--- src/rtl/srb_pkg.sv ---
package srb_pkg;

  typedef enum logic [1:0] {
    PH_IDLE = 2'd0,
    PH_RD   = 2'd1,
    PH_WR   = 2'd2
  } phase_t;

  // Address falls inside the mapped window
  function automatic logic win_hit(input int unsigned a, input int unsigned base,
                                   input int unsigned depth);
    return (a >= base) && (a < base + depth);
  endfunction

  // Word offset of an address inside the window
  function automatic int unsigned win_offset(input int unsigned a, input int unsigned base);
    return a - base;
  endfunction

endpackage

--- src/rtl/srb_seq.sv ---
module srb_seq
  import srb_pkg::*;
#(
  parameter int AW = 8
) (
  input  logic          clk,
  input  logic          rst_n,
  input  logic          cs,
  input  logic          wr,
  input  logic [AW-1:0] addr_in,
  output phase_t        phase,
  output logic [AW-1:0] ptr,
  output logic          addr_cap,
  output logic          beat_wr,
  output logic          beat_rd
);

  localparam logic [AW-1:0] STEP = AW'(1);

  always_ff @(posedge clk) begin
    if (!rst_n) begin
      phase <= PH_IDLE;
      ptr   <= '0;
    end else if (!cs) begin
      phase <= PH_IDLE;
    end else if (phase == PH_IDLE) begin
      ptr   <= addr_in;
      phase <= wr ? PH_WR : PH_RD;
    end else begin
      ptr <= ptr + STEP;
    end
  end

  // Named events used by the datapath and the assertions
  assign addr_cap = cs && (phase == PH_IDLE);
  assign beat_wr  = cs && (phase == PH_WR);
  assign beat_rd  = cs && (phase == PH_RD);

  AST_CS_LOW_IDLE: assert property (@(posedge clk) disable iff (!rst_n)
    !cs |=> phase == PH_IDLE);
  AST_ADDR_CAPTURE: assert property (@(posedge clk) disable iff (!rst_n)
    addr_cap |=> ptr == $past(addr_in));
  AST_PTR_STEP: assert property (@(posedge clk) disable iff (!rst_n)
    (beat_wr || beat_rd) |=> ptr == $past(ptr) + STEP);
  AST_DIR_HELD: assert property (@(posedge clk) disable iff (!rst_n)
    (beat_wr || beat_rd) |=> phase == $past(phase));

endmodule

--- src/rtl/srb_store.sv ---
module srb_store
  import srb_pkg::*;
#(
  parameter int AW    = 8,
  parameter int DW    = 16,
  parameter int DEPTH = 16,
  parameter int BASE  = 32
) (
  input  logic          clk,
  input  logic          rst_n,
  input  logic          we,
  input  logic [AW-1:0] addr,
  input  logic [DW-1:0] wdata,
  output logic [DW-1:0] rdata
);

  localparam int OW = (DEPTH > 1) ? $clog2(DEPTH) : 1;

  logic [DEPTH-1:0][DW-1:0] mem;
  logic                     hit;
  logic [OW-1:0]            off;

  assign hit = win_hit(32'(addr), BASE, DEPTH);
  assign off = OW'(win_offset(32'(addr), BASE));

  always_ff @(posedge clk) begin
    if (!rst_n) begin
      mem <= '0;
    end else if (we && hit) begin
      mem[off] <= wdata;
    end
  end

  assign rdata = hit ? mem[off] : '0;

  AST_OOW_IGNORED: assert property (@(posedge clk) disable iff (!rst_n)
    (we && !hit) |=> $stable(mem));
  AST_WRITE_LANDS: assert property (@(posedge clk) disable iff (!rst_n)
    (we && hit) |=> mem[$past(off)] == $past(wdata));

endmodule

--- src/rtl/srcsync_bus_slave.sv ---
module srcsync_bus_slave
  import srb_pkg::*;
#(
  parameter int AW    = 8,
  parameter int DW    = 16,
  parameter int DEPTH = 16,
  parameter int BASE  = 32
) (
  input  logic          clk,
  input  logic          rst_n,
  input  logic          bus_cs,
  input  logic          bus_wr,
  input  logic [DW-1:0] bus_ad_in,
  output logic [DW-1:0] bus_ad_out,
  output logic          bus_ad_oe
);

  phase_t        phase;
  logic [AW-1:0] ptr;
  logic          addr_cap;
  logic          beat_wr;
  logic          beat_rd;
  logic [DW-1:0] rdata;
  logic [DW-AW-1:0] hi_unused;

  assign hi_unused = bus_ad_in[DW-1:AW];

  srb_seq #(.AW(AW)) u_seq (
    .clk      (clk),
    .rst_n    (rst_n),
    .cs       (bus_cs),
    .wr       (bus_wr),
    .addr_in  (bus_ad_in[AW-1:0]),
    .phase    (phase),
    .ptr      (ptr),
    .addr_cap (addr_cap),
    .beat_wr  (beat_wr),
    .beat_rd  (beat_rd)
  );

  srb_store #(.AW(AW), .DW(DW), .DEPTH(DEPTH), .BASE(BASE)) u_store (
    .clk   (clk),
    .rst_n (rst_n),
    .we    (beat_wr),
    .addr  (ptr),
    .wdata (bus_ad_in),
    .rdata (rdata)
  );

  assign bus_ad_oe  = beat_rd;
  assign bus_ad_out = beat_rd ? rdata : '0;

  AST_OE_NEEDS_PRIOR_CS: assert property (@(posedge clk) disable iff (!rst_n)
    bus_ad_oe |-> $past(bus_cs));
  AST_NO_OE_ON_ADDR: assert property (@(posedge clk) disable iff (!rst_n)
    addr_cap |-> !bus_ad_oe);
  AST_OUT_QUIET: assert property (@(posedge clk) disable iff (!rst_n)
    !bus_ad_oe |-> bus_ad_out == '0);
  AST_RESET_IDLE: assert property (@(posedge clk)
    !rst_n |=> (phase == PH_IDLE) && !bus_ad_oe);

endmodule

--- config.mk ---
export PLATFORM = sky130hd
export DESIGN_NAME = srcsync_bus_slave
export DESIGN_NICKNAME = d
export VERILOG_FILES = /design/src/rtl/srb_pkg.sv /design/src/rtl/srb_seq.sv /design/src/rtl/srb_store.sv /design/src/rtl/srcsync_bus_slave.sv
export SDC_FILE = /design/constraint.sdc
export NUM_CORES = 1
export LEC_CHECK = 0
export BUFFER_PORTS_ARGS = -buffer_cell sky130_fd_sc_hd__buf_2
export CAP_MARGIN = 10
export CORE_MARGIN = 4
export CORE_UTILIZATION = 25
export CTS_CLUSTER_SIZE = 25
export DETAILED_ROUTE_END_ITERATION = 8
export GPL_ROUTABILITY_DRIVEN = 0
export HOLD_SLACK_MARGIN = 0.12
export PLACE_DENSITY = 0.44
export SETUP_SLACK_MARGIN = 0.02
export SKIP_LAST_GASP = 1
export SLEW_MARGIN = 5
export SYNTH_ARGS = -nofsm -noshare
export SYNTH_HDL_FRONTEND = slang
export SYNTH_SLANG_ARGS = --single-unit
--- constraint.sdc ---
create_clock -name clk -period 2.5 [get_ports clk]
set_input_delay 0.5 -clock clk [delete_from_list [all_inputs] [get_ports clk]]
set_output_delay 0.5 -clock clk [all_outputs]
set_load 0.02 [all_outputs]
# [Yosys cells after proc, flatten, opt, wreduce, memory -nomap -nowiden]
# Cells that the tools add are included.
[word_totals] reg_bits=266 latchBits=0 ram_bits=0 rom_bits=0 inputBits=20 output_inout_bits=17 word_cells=42 memories=0
[op_classes] addsub=2 n_mul=0 div=0 magnitude_cmp=4 n_eq_ne=2 n_shift=0 mux=9 bitwise=0 n_reduce_logical=7
[ops] op="256-bit bitwise mux" count=1
[ops] op="16-bit binary-select mux with 4-bit select" count=1
[ops] op="16-bit demux with 4-bit select" count=1
[ops] op="16-bit 2-to-1 mux" count=4
[ops] op="8-bit by 1-bit adder with 8-bit output (second input constant)" count=1
[ops] op="8-bit by 6-bit >= comparator with 1-bit output (second input constant)" count=1
[ops] op="8-bit by 6-bit less-than comparator with 1-bit output (second input constant)" count=1
[ops] op="8-bit 2-to-1 mux" count=1
[ops] op="1-bit logical AND" count=5
[ops] op="4-bit by 5-bit less-than comparator with 1-bit output (second input constant)" count=1
[ops] op="4-bit by 1-bit >= comparator with 1-bit output (second input constant)" count=1
[ops] op="4-bit by 1-bit subtractor with 4-bit output (second input constant)" count=1
[ops] op="2-bit by 1-bit equality test with 1-bit output (second input constant)" count=1
[ops] op="2-bit equality test (second input constant)" count=1
[ops] op="2-bit zero test" count=1
[ops] op="2-bit 2-to-1 mux" count=1
[ops] op="2-bit AND reduction" count=1

# [Depth between registers and ports, before layout]
# Gate-level depths: netlist of run 1.
[logic_depth] ltp_word=6 mapped_depth=12 ltp_nobuf=6

# [Hierarchy]
# Synthesis of run 1 repeated with hierarchy kept, for this count alone.
[hier_totals] hier_cells=1265 hier_area_um2=12866.1
[by_module_without_submodules] mod="srb_store" instances=1 cells_each=1179 area_each_um2=12155.4 seq_area_each_um2=5124.9
[by_module_without_submodules] mod="srb_seq" instances=1 cells_each=69 area_each_um2=584.3 seq_area_each_um2=200.2
[by_module_without_submodules] mod="srcsync_bus_slave" instances=1 cells_each=17 area_each_um2=126.4 seq_area_each_um2=0.0

# [Worst setup path before layout of run 1]
# No wires, ideal clock.
[synth_timing] kind="register to register" start="reg u_seq.ptr[0]" end="reg u_store.mem[229] in the netlist's numbering" setup_time_ps=76 arrival_time_ps=2661 required_ps=2424 path_slack_ps=-237 stages_incl_launch_ff=12 n_path_buf=5 synth_period_minus_slack_ps=2737 path_cell_list="dfxtp_1 clkbuf_1 buf_2 clkinv_1 clkbuf_1 ha_1 nand4bb_1 or3_1 clkbuf_1 clkbuf_1 nand2_1 a21boi_0"
[synth_between] elab_chain_cells=6 word_cells_on_any_way=11 classes_between="1 x add/sub; 4 x order compare; 3 x mux; 3 x reduce/logical"
[synth_rtl] item="start: declaration" line_no="srb_seq.sv:12" source="output logic [AW-1:0] ptr,"
[synth_rtl] item="start signal: assignment" line_no="srb_seq.sv:27" source="ptr <= addr_in;"
[synth_rtl] item="start signal: assignment" line_no="srb_seq.sv:30" source="ptr <= ptr + STEP;"
[synth_rtl] item="4-bit by 1-bit subtractor with 4-bit output" line_no="srb_pkg.sv:17" source="return a - base;"
[synth_rtl] item="4-bit by 5-bit less-than comparator with 1-bit output (not written as such) or 4-bit by 1-bit >= comparator with 1-bit output (tied branches)" line_no="srb_store.sv:30" source="mem[off] <= wdata;"
[synth_rtl] item="1-bit logical AND (not written as such)" line_no="srb_store.sv:30"
[synth_rtl] item="16-bit 2-to-1 mux (not written as such)" line_no="srb_store.sv:30"
[synth_rtl] item="16-bit demux with 4-bit select"
[synth_rtl] item="256-bit bitwise mux" line_no="srb_store.sv:30"
[synth_rtl] item="end signal: indexed assignment" line_no="srb_store.sv:30"
[synth_rtl] item="end: declaration" line_no="srb_store.sv:19" source="logic [DEPTH-1:0][DW-1:0] mem;"
# Several ways; a longest one is shown, not always the timed one.
# A chain may end at the register's enable or synchronous reset.

# [Worst setup path after layout of run 1]
[layout_timing] start="reg u_seq.ptr[4]" end="out bus_ad_out[7]"
[layout_between] elab_chain_cells=4 word_cells_on_any_way=5 classes_between="2 x order compare; 2 x mux; 1 x reduce/logical"
[layout_rtl] item="8-bit by 6-bit >= comparator with 1-bit output or 8-bit by 6-bit less-than comparator with 1-bit output (tied branches)" line_no="srb_pkg.sv:12" source="return (a >= base) && (a < base + depth);"
[layout_rtl] item="1-bit logical AND (*)" line_no="srb_pkg.sv:12"
[layout_rtl] item="16-bit 2-to-1 mux (*)" line_no="srb_store.sv:34" source="assign rdata = hit ? mem[off] : '0;"
[layout_rtl] item="16-bit 2-to-1 mux (*)" line_no="srcsync_bus_slave.sv:51" source="assign bus_ad_out = beat_rd ? rdata : '0;"
[layout_rtl] item="end: declaration" line_no="srcsync_bus_slave.sv:14" source="output logic [DW-1:0] bus_ad_out,"
# Mark *: on every way between the ends. The rest lies on a longest branch, timed or not.

==> run metrics, run 1 <==
worst slew pin tran=approximately 750 ps; sw frac=between 20% and 30%; Critical Path Fanout Max=16; CTS Buf Count=30; NetSw=about 2.3 mW; Final Util=31.9%; share of the synthesized area in the top cell type=44.1%; hpwl dp=26,300 microns; commonest cells after routing, fill and taps aside=525 x nand2_1, 262 x dfxtp_1, 194 x a21oi_1, 103 x buf_4, 64 x mux4_2; layout cells sized above 1=23.2%; # setup viols final=16; H-tree depth=1; Primary FF master, synth=dfxtp_1; Worst-Skew Late Latency=570 ps; pre-CTS WS=-14.6 ps; type of origin of the critical path=flop; reg2reg start=u_seq.ptr[0]; vias in the first global route=10,100; Req. time, crit path=2000 ps; Lkg Pwr=~4.9 nW; Power Dens Cells=~640 nW/um^2; kind of critical path=flop to output port; initial antenna violation count=0; Total GRT Usage=16.1%; Reg power frac=43.8%; Max Cap Viol=0; worst hold endpoint=u_seq.phase[1]; slack of the worst reg-to-reg path=150 ps; fin crit period=2890 ps; Unique masters post-synth=47; hold depth=3; Vias/cell=4.88; Slew Viols, Final=0; status=complete, but fails checks; routed len/inst=20.5 microns; relative slew slack=50.2%; Synth area leaders=dfxtp_1 44%, nand2_1 16%, mux4_2 12%; DIE WIDTH=~230 microns; syn_area_per_cell=between 8 and 9 sq um; period utilization=116%; largest net degree at the start of global routing=75; total internal power=about 7.4 mW; setup_tns=-5550 ps; Area growth syn-to-layout=26.3%; Hold WC Path Type=primary input to flop; Final ANT Viol Nets=0; Max Freq=346 MHz; RSZ-0062 raised after global routing=true; Row Count=80; reg2reg path depth=10; CORE AREA=between 40,000 and 50,000 sq um; TritonRoute pass-1 iters=5; IO buf count=36; worst flop-to-flop path endpoint=u_store.mem[224]; failing checks=setup timing; die area=51,900 sq um; Syn Std Cell Area=12,100 sq um; Antenna Cells=0; Synth Warn #=0; WL final=43,200 microns; vias=10,300; CP endpoint kind=output port; maximum vdd drop=0.000493 V; Non-Filler Cell Area, Final=around 15,000 sq um; grt ovf=0; endpoints failing hold=0; Die Ht=~230 microns; Worst Min Path Start=bus_wr; clock skew=32.0 ps; Worst Path Arrival=2390 ps; final setup margin=-390 ps; CTS tree=yes; Yosys top cell by area=dfxtp_1; Worst-path clk slew=60 ps; Initial Util=25.3%; IO Pins=37; clock buffer depth=3; clock power share=between 40% and 50%; EDFF count, synth=0; share of flip-flops with an asynchronous set or reset=0%; Sink Count=266; initial detailed-routing violation count=~820; Post-DP Area=13,400 sq um; drc violations=0; clock root cell=clkbuf_16; syn_nets=about 1,400; flops & latches, synth=266; post-synthesis instance total=between 1,000 and 1,500; commonest non-fill, non-tap cell in the layout=nand2_1; Seq/Total Area, Yosys=44.1%; power share of the combinational group=8.3%; first-pass GRT wire length=65,700 microns; fin nets=1,497
synthesized netlist by cell type (2+ instances only):
cell type / n
mux2i_1: 15
and3_1: 2
a21boi_0: 47
a21boi_1: 23
or3_1: 3
dfxtp_1: 266
a21oi_1: 194
nor4_4: 4
o21ai_0: 4
o31a_1: 2
nor3_2: 11
nand2b_1: 4
nor3_1: 3
buf_1: 5
ha_1: 4
nor2_1: 8
or2_2: 2
and2_1: 13
nand2_1: 525
a311oi_1: 2
nand4_1: 5
inv_1: 4
nor2b_1: 5
a211oi_1: 22
nand3_1: 13
mux4_2: 64
buf_2: 31
nand4bb_1: 4
nor3b_1: 2
clkbuf_1: 95
nor4bb_1: 5
a211oi_2: 10
kinds of logic after synthesis:
| group | after synthesis | share of synthesized area (%) |
|---|---|---|
| adder cells (fa/ha/maj) | 4 | 0.415 |
| flip-flops | 266 | 44.1 |
| multiplexers | 79 | 13.2 |
| AO/OA/AOI/OAI | 310 | 15.7 |
| buffers and inverters | 138 | 4.71 |
| AND/OR/NAND/NOR | 615 | 21.9 |
how the worst max path moves through the flow:
| stage | start | to | slack, ps |
|---|---|---|---|
| after global routing | u_seq.ptr[4] | bus_ad_out[7] | -450 |
| after detailed placement | bus_cs | bus_ad_out[15] | -10 |
| after global placement | u_seq.ptr[0] | bus_ad_out[6] | -30 |
| after floorplan | u_seq.ptr[5] | bus_ad_out[0] | -30 |
| final | u_seq.ptr[4] | bus_ad_out[7] | -390 |
| after CTS | u_seq.ptr[4] | bus_ad_out[6] | -440 |
sequential cells by signal (all words and copies together), names as in the netlist:
signal / count
u_store.mem: 256
u_seq.phase: 2
u_seq.ptr: 8
metrics by stage:
stage	power, mW	hold WS, ps	std cells
3_3_place_gp	5.01	434	2026
4_1_cts	9.80	182	2104
5_1_grt	10.1	213	2112
3_5_place_dp	5.02	441	2026
6_report	9.76	205	2112
2_1_floorplan	4.76	428	1412
metal layers:
| layer | wire (microns) | vias up | global-route usage (%) | part of all wire, % |
|---|---|---|---|---|
| met2 | 20900 | 228 | 27.7 | 48 |
| met4 | 876 | 0 | 3.48 | 2.0 |
| met5 | 0 | - | 0 | 0 |
| met3 | 1980 | 60 | 1.77 | 4.6 |
| li1 | - | 4919 | - | - |
| met1 | 19400 | 5110 | 21.9 | 45 |
layout make-up:
class	instances	area (sq um)
Multi-Input combinational cell	1008	6470
Inverter	5	23.8
Clock inverter	7	100
Timing Repair Buffer	162	1590
Fill cell	4828	32500
Tap cell	615	769
Sequential cell	266	5340
Clock buffer	49	965
power by group through the flow:
stage          logic (mW)  clock network [mW]  registers, mW
2_1_floorplan       0.404                   0           4.35
3_3_place_gp        0.622                   0           4.39
3_5_place_dp        0.625                   0           4.39
4_1_cts             0.756                4.76           4.28
5_1_grt             0.858                4.94           4.28
6_report            0.808                4.67           4.28
worst max-delay path, stage by stage (launching register included):
cell      delay (ps)
dfxtp_1          320
or3b_4           410
or4_4            440
buf_12           180
a211oi_4         310
buf_6            170
timing repair:
action / 4_1_cts / 5_1_grt
resized for setup: 49 / 34
gates cloned: 3 / 1
pin swaps: 9 / 14
endpoints found under the setup margin: 16 / 255
setup buffers: 21 / 8
hold buffers: 0 / 0
(Power assumes the default switching activity.)
==> inputs of run 2 (changes only) <==
- ABC_AREA: unset -> 1
- PLACE_DENSITY: 0.44 -> 0.5
==> run 2 against run 1 <==
Effect of this change:
- the flow still finishes with violations (setup timing)
- highest routed layer unchanged
- sequential power hardly changed
- fmax rose by 5.7%
- synthesized area is 4.3% higher
- count of clock-buffer cells in the layout did not move
- design area grew 3.2%
- largest cell class unchanged
- via count rose by 28%
- combinational power increased by 61%
- non-clock buffer count shrank 5
- largest power group unchanged
- critical path depth increased by 4
- sequential cell count stayed put
- critical endpoint is now bus_ad_out[0]
==> run metrics, run 2 <==
status=complete, but fails checks (unchanged); failing checks=setup timing (unchanged); grt ovf=0 (unchanged); Vias/cell=5.10 (was 4.88); hpwl dp=29,700 microns (was 26,300 microns); first-pass GRT wire length=74,000 microns (was 65,700 microns); clock buffer depth=3 (unchanged); Seq/Total Area, Yosys=42.3% (was 44.1%); share of flip-flops with an asynchronous set or reset=0% (unchanged); WL final=49,400 microns (was 43,200 microns); kind of critical path=flop to output port (unchanged); Antenna Cells=0 (unchanged); Synth Warn #=0 (unchanged); worst slew pin tran=644 ps (was 747 ps); total power=9.95 mW (was 9.76 mW); XOR/XNOR Fraction of Synth Area=0% (unchanged); endpoints failing hold=0 (unchanged); RSZ-0062 raised after global routing=true (unchanged); Non-Filler Cell Area, Final=15,700 sq um (was 15,200 sq um); sw frac=27.7% (was 23.9%); fin crit period=2730 ps (was 2890 ps); Yosys top cell by area=dfxtp_1 (unchanged); Die Ht=232 microns (was 228 microns); CTS tree=yes (unchanged); Synth area leaders=dfxtp_1 42%, nand2_1 20%, nand3_1 16% (was dfxtp_1 44%, nand2_1 16%, mux4_2 12%); Worst-path clk slew=60 ps (about the same); slowest library cell on the worst path=dfxtp_4 (was or4_4); Row Count=81 (was 80); IO Pins=37 (unchanged); reg2reg path depth=10 (unchanged); IO buf count=36 (unchanged); CP Cell Sequence=buf_12 -> clkinv_16 -> buf_16 -> buf_4 -> nand2_1 -> nand3_1 -> a21oi_1 -> nor3_2 -> buf_4 (was or3b_4 -> or4_4 -> buf_12 -> a211oi_4 -> buf_6); Worst Path Arrival=2230 ps (was 2390 ps); largest registers=u_store.mem x256, u_seq.ptr x8, u_seq.phase x2 (unchanged); H-tree depth=1 (unchanged); Hold WC Path Type=primary input to flop (unchanged); vias=13,200 (was 10,300); total internal power=7.20 mW (was 7.43 mW); Layout Cells excl Fill=2,591 (was 2,112); flops & latches, synth=266 (unchanged); Critical Path Fanout Max=8 (was 16); Most flops, register=u_store.mem (unchanged); NetSw=2.75 mW (was 2.33 mW); Max Freq=366 MHz (was 346 MHz); Max Cap Viol=0 (unchanged); largest family of logic cells by synthesized area=simple AND/OR/NAND/NOR gates (unchanged); Req. time, crit path=2000 ps (about the same); EDFF count, synth=0 (unchanged); clock root cell=clkbuf_16 (unchanged); Initial Util=25.5% (was 25.3%); max reg flops=256 (unchanged); Final ANT Viol Nets=0 (unchanged); CTS Buf Count=31 (was 30); Total GRT Usage=17.3% (was 16.1%); CORE AREA=49,400 sq um (was 47,700 sq um); placed cells=2,504 (was 2,026); CP peak stage delay=380 ps (was 440 ps); die area=54,000 sq um (was 51,900 sq um); routed len/inst=19.1 microns (was 20.5 microns); relative slew slack=57.0% (was 50.2%); layout cells sized above 1=16.2% (was 23.2%); Slew Viols, Final=0 (unchanged); Primary FF master, synth=dfxtp_1 (unchanged); period utilization=109% (was 116%); Post-DP Area=13,600 sq um (was 13,400 sq um); # setup viols final=16 (unchanged); Sink Count=266 (unchanged); mux cell area share after synthesis=0% (was 13.2%); final setup margin=-233 ps (was -390 ps); CP endpoint kind=output port (unchanged); Area growth syn-to-layout=25.1% (was 26.3%); Synth top cells by count=681 x nand2_1, 392 x nand3_1, 279 x a21oi_1 (was 525 x nand2_1, 266 x dfxtp_1, 194 x a21oi_1); share of the synthesized area in the top cell type=42.3% (was 44.1%); TritonRoute pass-1 iters=5 (unchanged); most common cell in the synthesized netlist=nand2_1 (unchanged); commonest cells after routing, fill and taps aside=631 x nand2_1, 385 x nand3_1, 276 x a21oi_1, 262 x dfxtp_1, 86 x buf_4 (was 525 x nand2_1, 262 x dfxtp_1, 194 x a21oi_1, 103 x buf_4, 64 x mux4_2); power share of the combinational group=13.0% (was 8.3%); fin nets=1,930 (was 1,497); syn_nets=1,913 (was 1,436); clock power share=44.1% (was 47.9%); hold depth=4 (was 3); DIE WIDTH=232 microns (was 228 microns); Syn Std Cell Area=12,600 sq um (was 12,100 sq um); most frequent CP cell=buf_4; Worst-Skew Late Latency=580 ps (was 570 ps); setup_tns=-2800 ps (was -5550 ps); clock skew=9.36 ps (was 32.0 ps); largest net degree at the start of global routing=83 (was 75); Power Dens Cells=632 nW/um^2 (was 640 nW/um^2); Reg power frac=42.9% (was 43.8%); Post-Synth Adder-Cell Area=0.398% (was 0.415%); Unique masters post-synth=22 (was 47); initial detailed-routing violation count=1,201 (was 816); post-synthesis instance total=1,889 (was 1,412); syn_area_per_cell=6.66 sq um (was 8.55 sq um); Synth Area in Simple Gates=38.1% (was 21.9%); maximum vdd drop=0.000538 V (was 0.000493 V); commonest non-fill, non-tap cell in the layout=nand2_1 (unchanged); complex-gate fraction of the synthesized area=11.7% (was 15.7%); vias in the first global route=12,400 (was 10,100); Lkg Pwr=5.23 nW (was 4.89 nW); type of origin of the critical path=flop (unchanged); initial antenna violation count=0 (unchanged); worst hold slack=204 ps (was 205 ps); drc violations=0 (unchanged)
==> run 2: cell count changes in the layout (fill, tap and decap cells not counted), moves of 16 or more <==
cell,previous run,this run
buf_4,103,86
a21boi_1,23,0
a211oi_2,25,0
nand3_1,13,385
mux4_2,64,0
a21oi_1,194,276
a21boi_0,47,0
nor2_2,0,16
nand2_2,0,48
nand2_1,525,631
==> run 2: kinds of logic after synthesis <==
logic type / Yosys count
adders and majority gates: 4
DFF: 266
buffers and inverters: 200
and+or+nand+nor: 1126
AOI/OAI and AO/OA: 293
==> run 2: power groups by stage <==
stage / Combinational, mW / Sequential, mW / Clock, mW
floorplan: 0.564 / 4.36 / 0
global route: 1.36 / 4.27 / 4.66
detailed placement: 0.968 / 4.36 / 0
finish: 1.30 / 4.27 / 4.39
CTS: 1.17 / 4.27 / 4.46
global placement: 0.970 / 4.36 / 0
==> run 2: routing by layer <==
layer  routed length [microns]  track usage [%]  vias to the layer above
li1                          -                -                     6271
met1                     21300             23.0                     6317
met2                     23400             29.0                      513
met3                      2980             1.86                      101
met4                      1730             6.22                        0
met5                         0                0                        -
==> run 2: critical path, delay by kind of cell, from the launching register on <==
kind	cells	cell delay, ps
AOI/OAI and AO/OA	1	290
buffers and inverters	5	730
DFF	1	380
and+or+nand+nor	3	250
==> run 2: path summary, 6_finish.rpt <==
kind / slack, ps / from / end
worst min register to register: 460 / u_store.mem[158] / u_store.mem[158]
worst min-delay path: 200 / bus_wr / u_seq.phase[0]
worst max-delay path: -230 / u_seq.ptr[0] / bus_ad_out[0]
worst max register to register: 340 / u_seq.ptr[0] / u_store.mem[45]
==> run 2: through the flow <==
stage,utilization (%),setup WS (ps)
floorplan,-,221
global placement,27.6,206
detailed placement,27.6,224
CTS,31.0,-201
global route,31.9,-279
finish,31.9,-233
==> run 2: final cells by class <==
class	instances	area [sq um]
Inverter	26	139
Multi-Input combinational cell	1423	6660
Clock inverter	5	32.5
Clock buffer	49	933
Sequential cell	266	5330
Timing Repair Buffer	157	1780
Timing Repair inverter	1	30.0
Fill cell	5347	33600
Tap cell	664	831
==> run 2: what timing repair did <==
action                     CTS  global route
setup endpoints to repair   16            16
hold endpoints to repair     0             0
setup buffers               10             8
gates resized for setup     96            58
hold buffers                 0             0
pin swaps                   10            22
gates cloned                 8             9
==> inputs of run 3 (changes only) <==
- CELL_PAD_IN_SITES_DETAIL_PLACEMENT: unset -> 1
- CELL_PAD_IN_SITES_GLOBAL_PLACEMENT: unset -> 1
- PLACE_DENSITY: 0.5 -> 0.61
==> run 3 against run 2 <==
Effect of this change:
- worst setup slack improved by 37 ps
- die area did not move
- the run still ends with setup timing left
- sequential power barely moved
- utilization rose by 0.45 points
- critical path depth rose by 2
- cell count rose by 0.89%
- critical endpoint is now bus_ad_out[4]
- largest power group unchanged
- power rose by 5.7%
- combinational power barely moved
- non-clock buffer count rose by 19
- routed wire length rose by 12%
- sequential share of layout area fell by 0.44 points
==> run metrics, run 3 (synthesized netlist as in run 2, its figures left out) <==
status=complete, but fails checks (unchanged); failing checks=setup timing (unchanged); IO Pins=37 (unchanged); CP endpoint kind=output port (unchanged); initial antenna violation count=0 (unchanged); grt ovf=0 (unchanged); Critical Path Fanout Max=5 (was 8); area of the multi-input gates=6700 sq um (was 6660 sq um); setup_tns=-2020 ps (was -2800 ps); worst path buffer plus inverter count=5 (unchanged); placed cells=2,520 (was 2,504); die area=54,000 sq um (unchanged); largest net degree at the start of global routing=75 (was 83); worst slew pin tran=623 ps (was 644 ps); vias=13,500 (was 13,200); Vias/cell=5.16 (was 5.10); reg2reg path depth=10 (unchanged); initial detailed-routing violation count=766 (was 1,201); Slew Viols, Final=0 (unchanged); clock buffer depth=3 (unchanged); hold depth=4 (unchanged); routed len/inst=21.2 microns (was 19.1 microns); Most flops, register=u_store.mem (unchanged); reg2reg start=u_seq.ptr[0] (unchanged); layout cells sized above 1=17.9% (was 16.2%); Row Count=81 (unchanged); Antenna Cells=0 (unchanged); Final Util=32.3% (was 31.9%); worst flop-to-flop path endpoint=u_store.mem[212] (was u_store.mem[45]); CORE AREA=49,400 sq um (unchanged); fin crit period=2700 ps (was 2730 ps); fillers=6,099 (was 5,347); commonest non-fill, non-tap cell in the layout=nand2_1 (unchanged); Worst Min Path Start=bus_wr (unchanged); clock skew=34.1 ps (was 9.36 ps); largest registers=u_store.mem x256, u_seq.ptr x8, u_seq.phase x2 (unchanged); pre-CTS WS=109 ps (was 224 ps); Power Dens Cells=659 nW/um^2 (was 632 nW/um^2); Lkg Pwr=5.36 nW (was 5.23 nW); Hold-fix buffers, CTS=0 (unchanged); most frequent CP cell=nand2_1 (was buf_4); Worst-path clk slew=60 ps (about the same); Hold WC Path Type=primary input to flop (unchanged); Initial Util=25.5% (unchanged); Req. time, crit path=2000 ps (about the same); hpwl dp=32,800 microns (was 29,700 microns); crit-path leading delay family=buffers and inverters (unchanged); CTS tree=yes (unchanged); endpoints failing hold=0 (unchanged); slowest library cell on the worst path=dfxtp_4 (unchanged); kind of critical path=flop to output port (unchanged); DIE WIDTH=232 microns (unchanged); slack of the worst reg-to-reg path=250 ps (was 340 ps); commonest cells after routing, fill and taps aside=630 x nand2_1, 380 x nand3_1, 273 x a21oi_1, 260 x dfxtp_1, 107 x buf_4 (was 631 x nand2_1, 385 x nand3_1, 276 x a21oi_1, 262 x dfxtp_1, 86 x buf_4); clock root cell=clkbuf_16 (unchanged); IO buf count=36 (unchanged); Total GRT Usage=20.2% (was 17.3%); first-pass GRT wire length=84,600 microns (was 74,000 microns); Die Ht=232 microns (unchanged); drc violations=0 (unchanged); Area growth syn-to-layout=26.9% (was 25.1%); vias in the first global route=13,700 (was 12,400); Seq. cell area=5340 sq um (was 5330 sq um); Worst Path Arrival=2200 ps (was 2230 ps); Max Cap Viol=0 (unchanged); # setup viols final=16 (unchanged); Max Freq=371 MHz (was 366 MHz); worst hold endpoint=u_seq.phase[0] (unchanged); maximum vdd drop=0.000399 V (was 0.000538 V); CP peak stage delay=420 ps (was 380 ps); RSZ-0062 raised after global routing=true (unchanged); max reg flops=256 (unchanged); final setup margin=-197 ps (was -233 ps); type of origin of the critical path=flop (unchanged); Worst-Skew Late Latency=540 ps (was 580 ps); relative slew slack=58.4% (was 57.0%); period utilization=108% (was 109%); CP Cell Sequence=buf_12 -> buf_12 -> buf_16 -> nand2_1 -> nand3_1 -> nand2_2 -> nand2_1 -> nand2_1 -> nor3_2 -> buf_4 -> buf_4 (was buf_12 -> clkinv_16 -> buf_16 -> buf_4 -> nand2_1 -> nand3_1 -> a21oi_1 -> nor3_2 -> buf_4); WL final=55,400 microns (was 49,400 microns); critical path launch point=u_seq.ptr[0] (unchanged); Layout Cells excl Fill=2,614 (was 2,591); fin nets=1,952 (was 1,930); CTS Buf Count=34 (was 31); TritonRoute pass-1 iters=5 (unchanged); Final ANT Viol Nets=0 (unchanged); total power=10.5 mW (was 9.95 mW); Sink Count=266 (unchanged); H-tree depth=2 (was 1)
-- run 3: cell type report --
class,count,area share [%]
clock buffer,55,6.77
timing repair buffer,176,11.7
tap,664,5.20
multi-input combinational,1423,41.9
clock inverter,3,0.118
timing repair inverter,1,0.0549
inverter,26,0.784
sequential,266,33.4
-- run 3: worst min-delay path, stage by stage --
cell    delay (ps)
buf_2           80
nor2_1          40
nor2_1          80
nor2_1          40
-- run 3: metal layers --
layer | wire length, microns | track usage [%] | vias to the layer above
met5 | 0 | 0 | -
met4 | 2310 | 8.28 | 0
met3 | 2370 | 2.65 | 108
met2 | 26000 | 33.6 | 300
met1 | 24700 | 26.4 | 6769
li1 | - | - | 6321
-- run 3: metrics by stage --
step / area (sq um) / hold slack, ps
2_1_floorplan: 12600 / 439
3_3_place_gp: 13800 / 446
3_5_place_dp: 13800 / 452
4_1_cts: 15800 / 223
5_1_grt: 16000 / 283
6_report: 16000 / 238
-- run 3: timing repair --
item / in CTS / in global routing
setup endpoints to repair: 16 / 16
pin swaps: 30 / 15
buffers inserted: 22 / 3
gates cloned: 11 / 1
gates resized for setup: 133 / 36
-- run 3: report_power, final --
group	leakage, nW	total (mW)	switching, mW	internal, mW
Clock	0.545	4.92	1.98	2.94
Sequential	2.15	4.27	0.0185	4.25
Combinational	2.67	1.32	0.901	0.419
-- run 3: how the worst max path moves through the flow --
| stage | endpoint | slack, ps | depth (start not counted) |
|---|---|---|---|
| after floorplan | bus_ad_out[10] | 220 | 6 |
| after global placement | bus_ad_out[7] | 100 | 10 |
| after detailed placement | bus_ad_out[7] | 110 | 10 |
| after CTS | bus_ad_out[14] | -190 | 10 |
| after global routing | bus_ad_out[4] | -250 | 11 |
| final | bus_ad_out[4] | -200 | 11 |
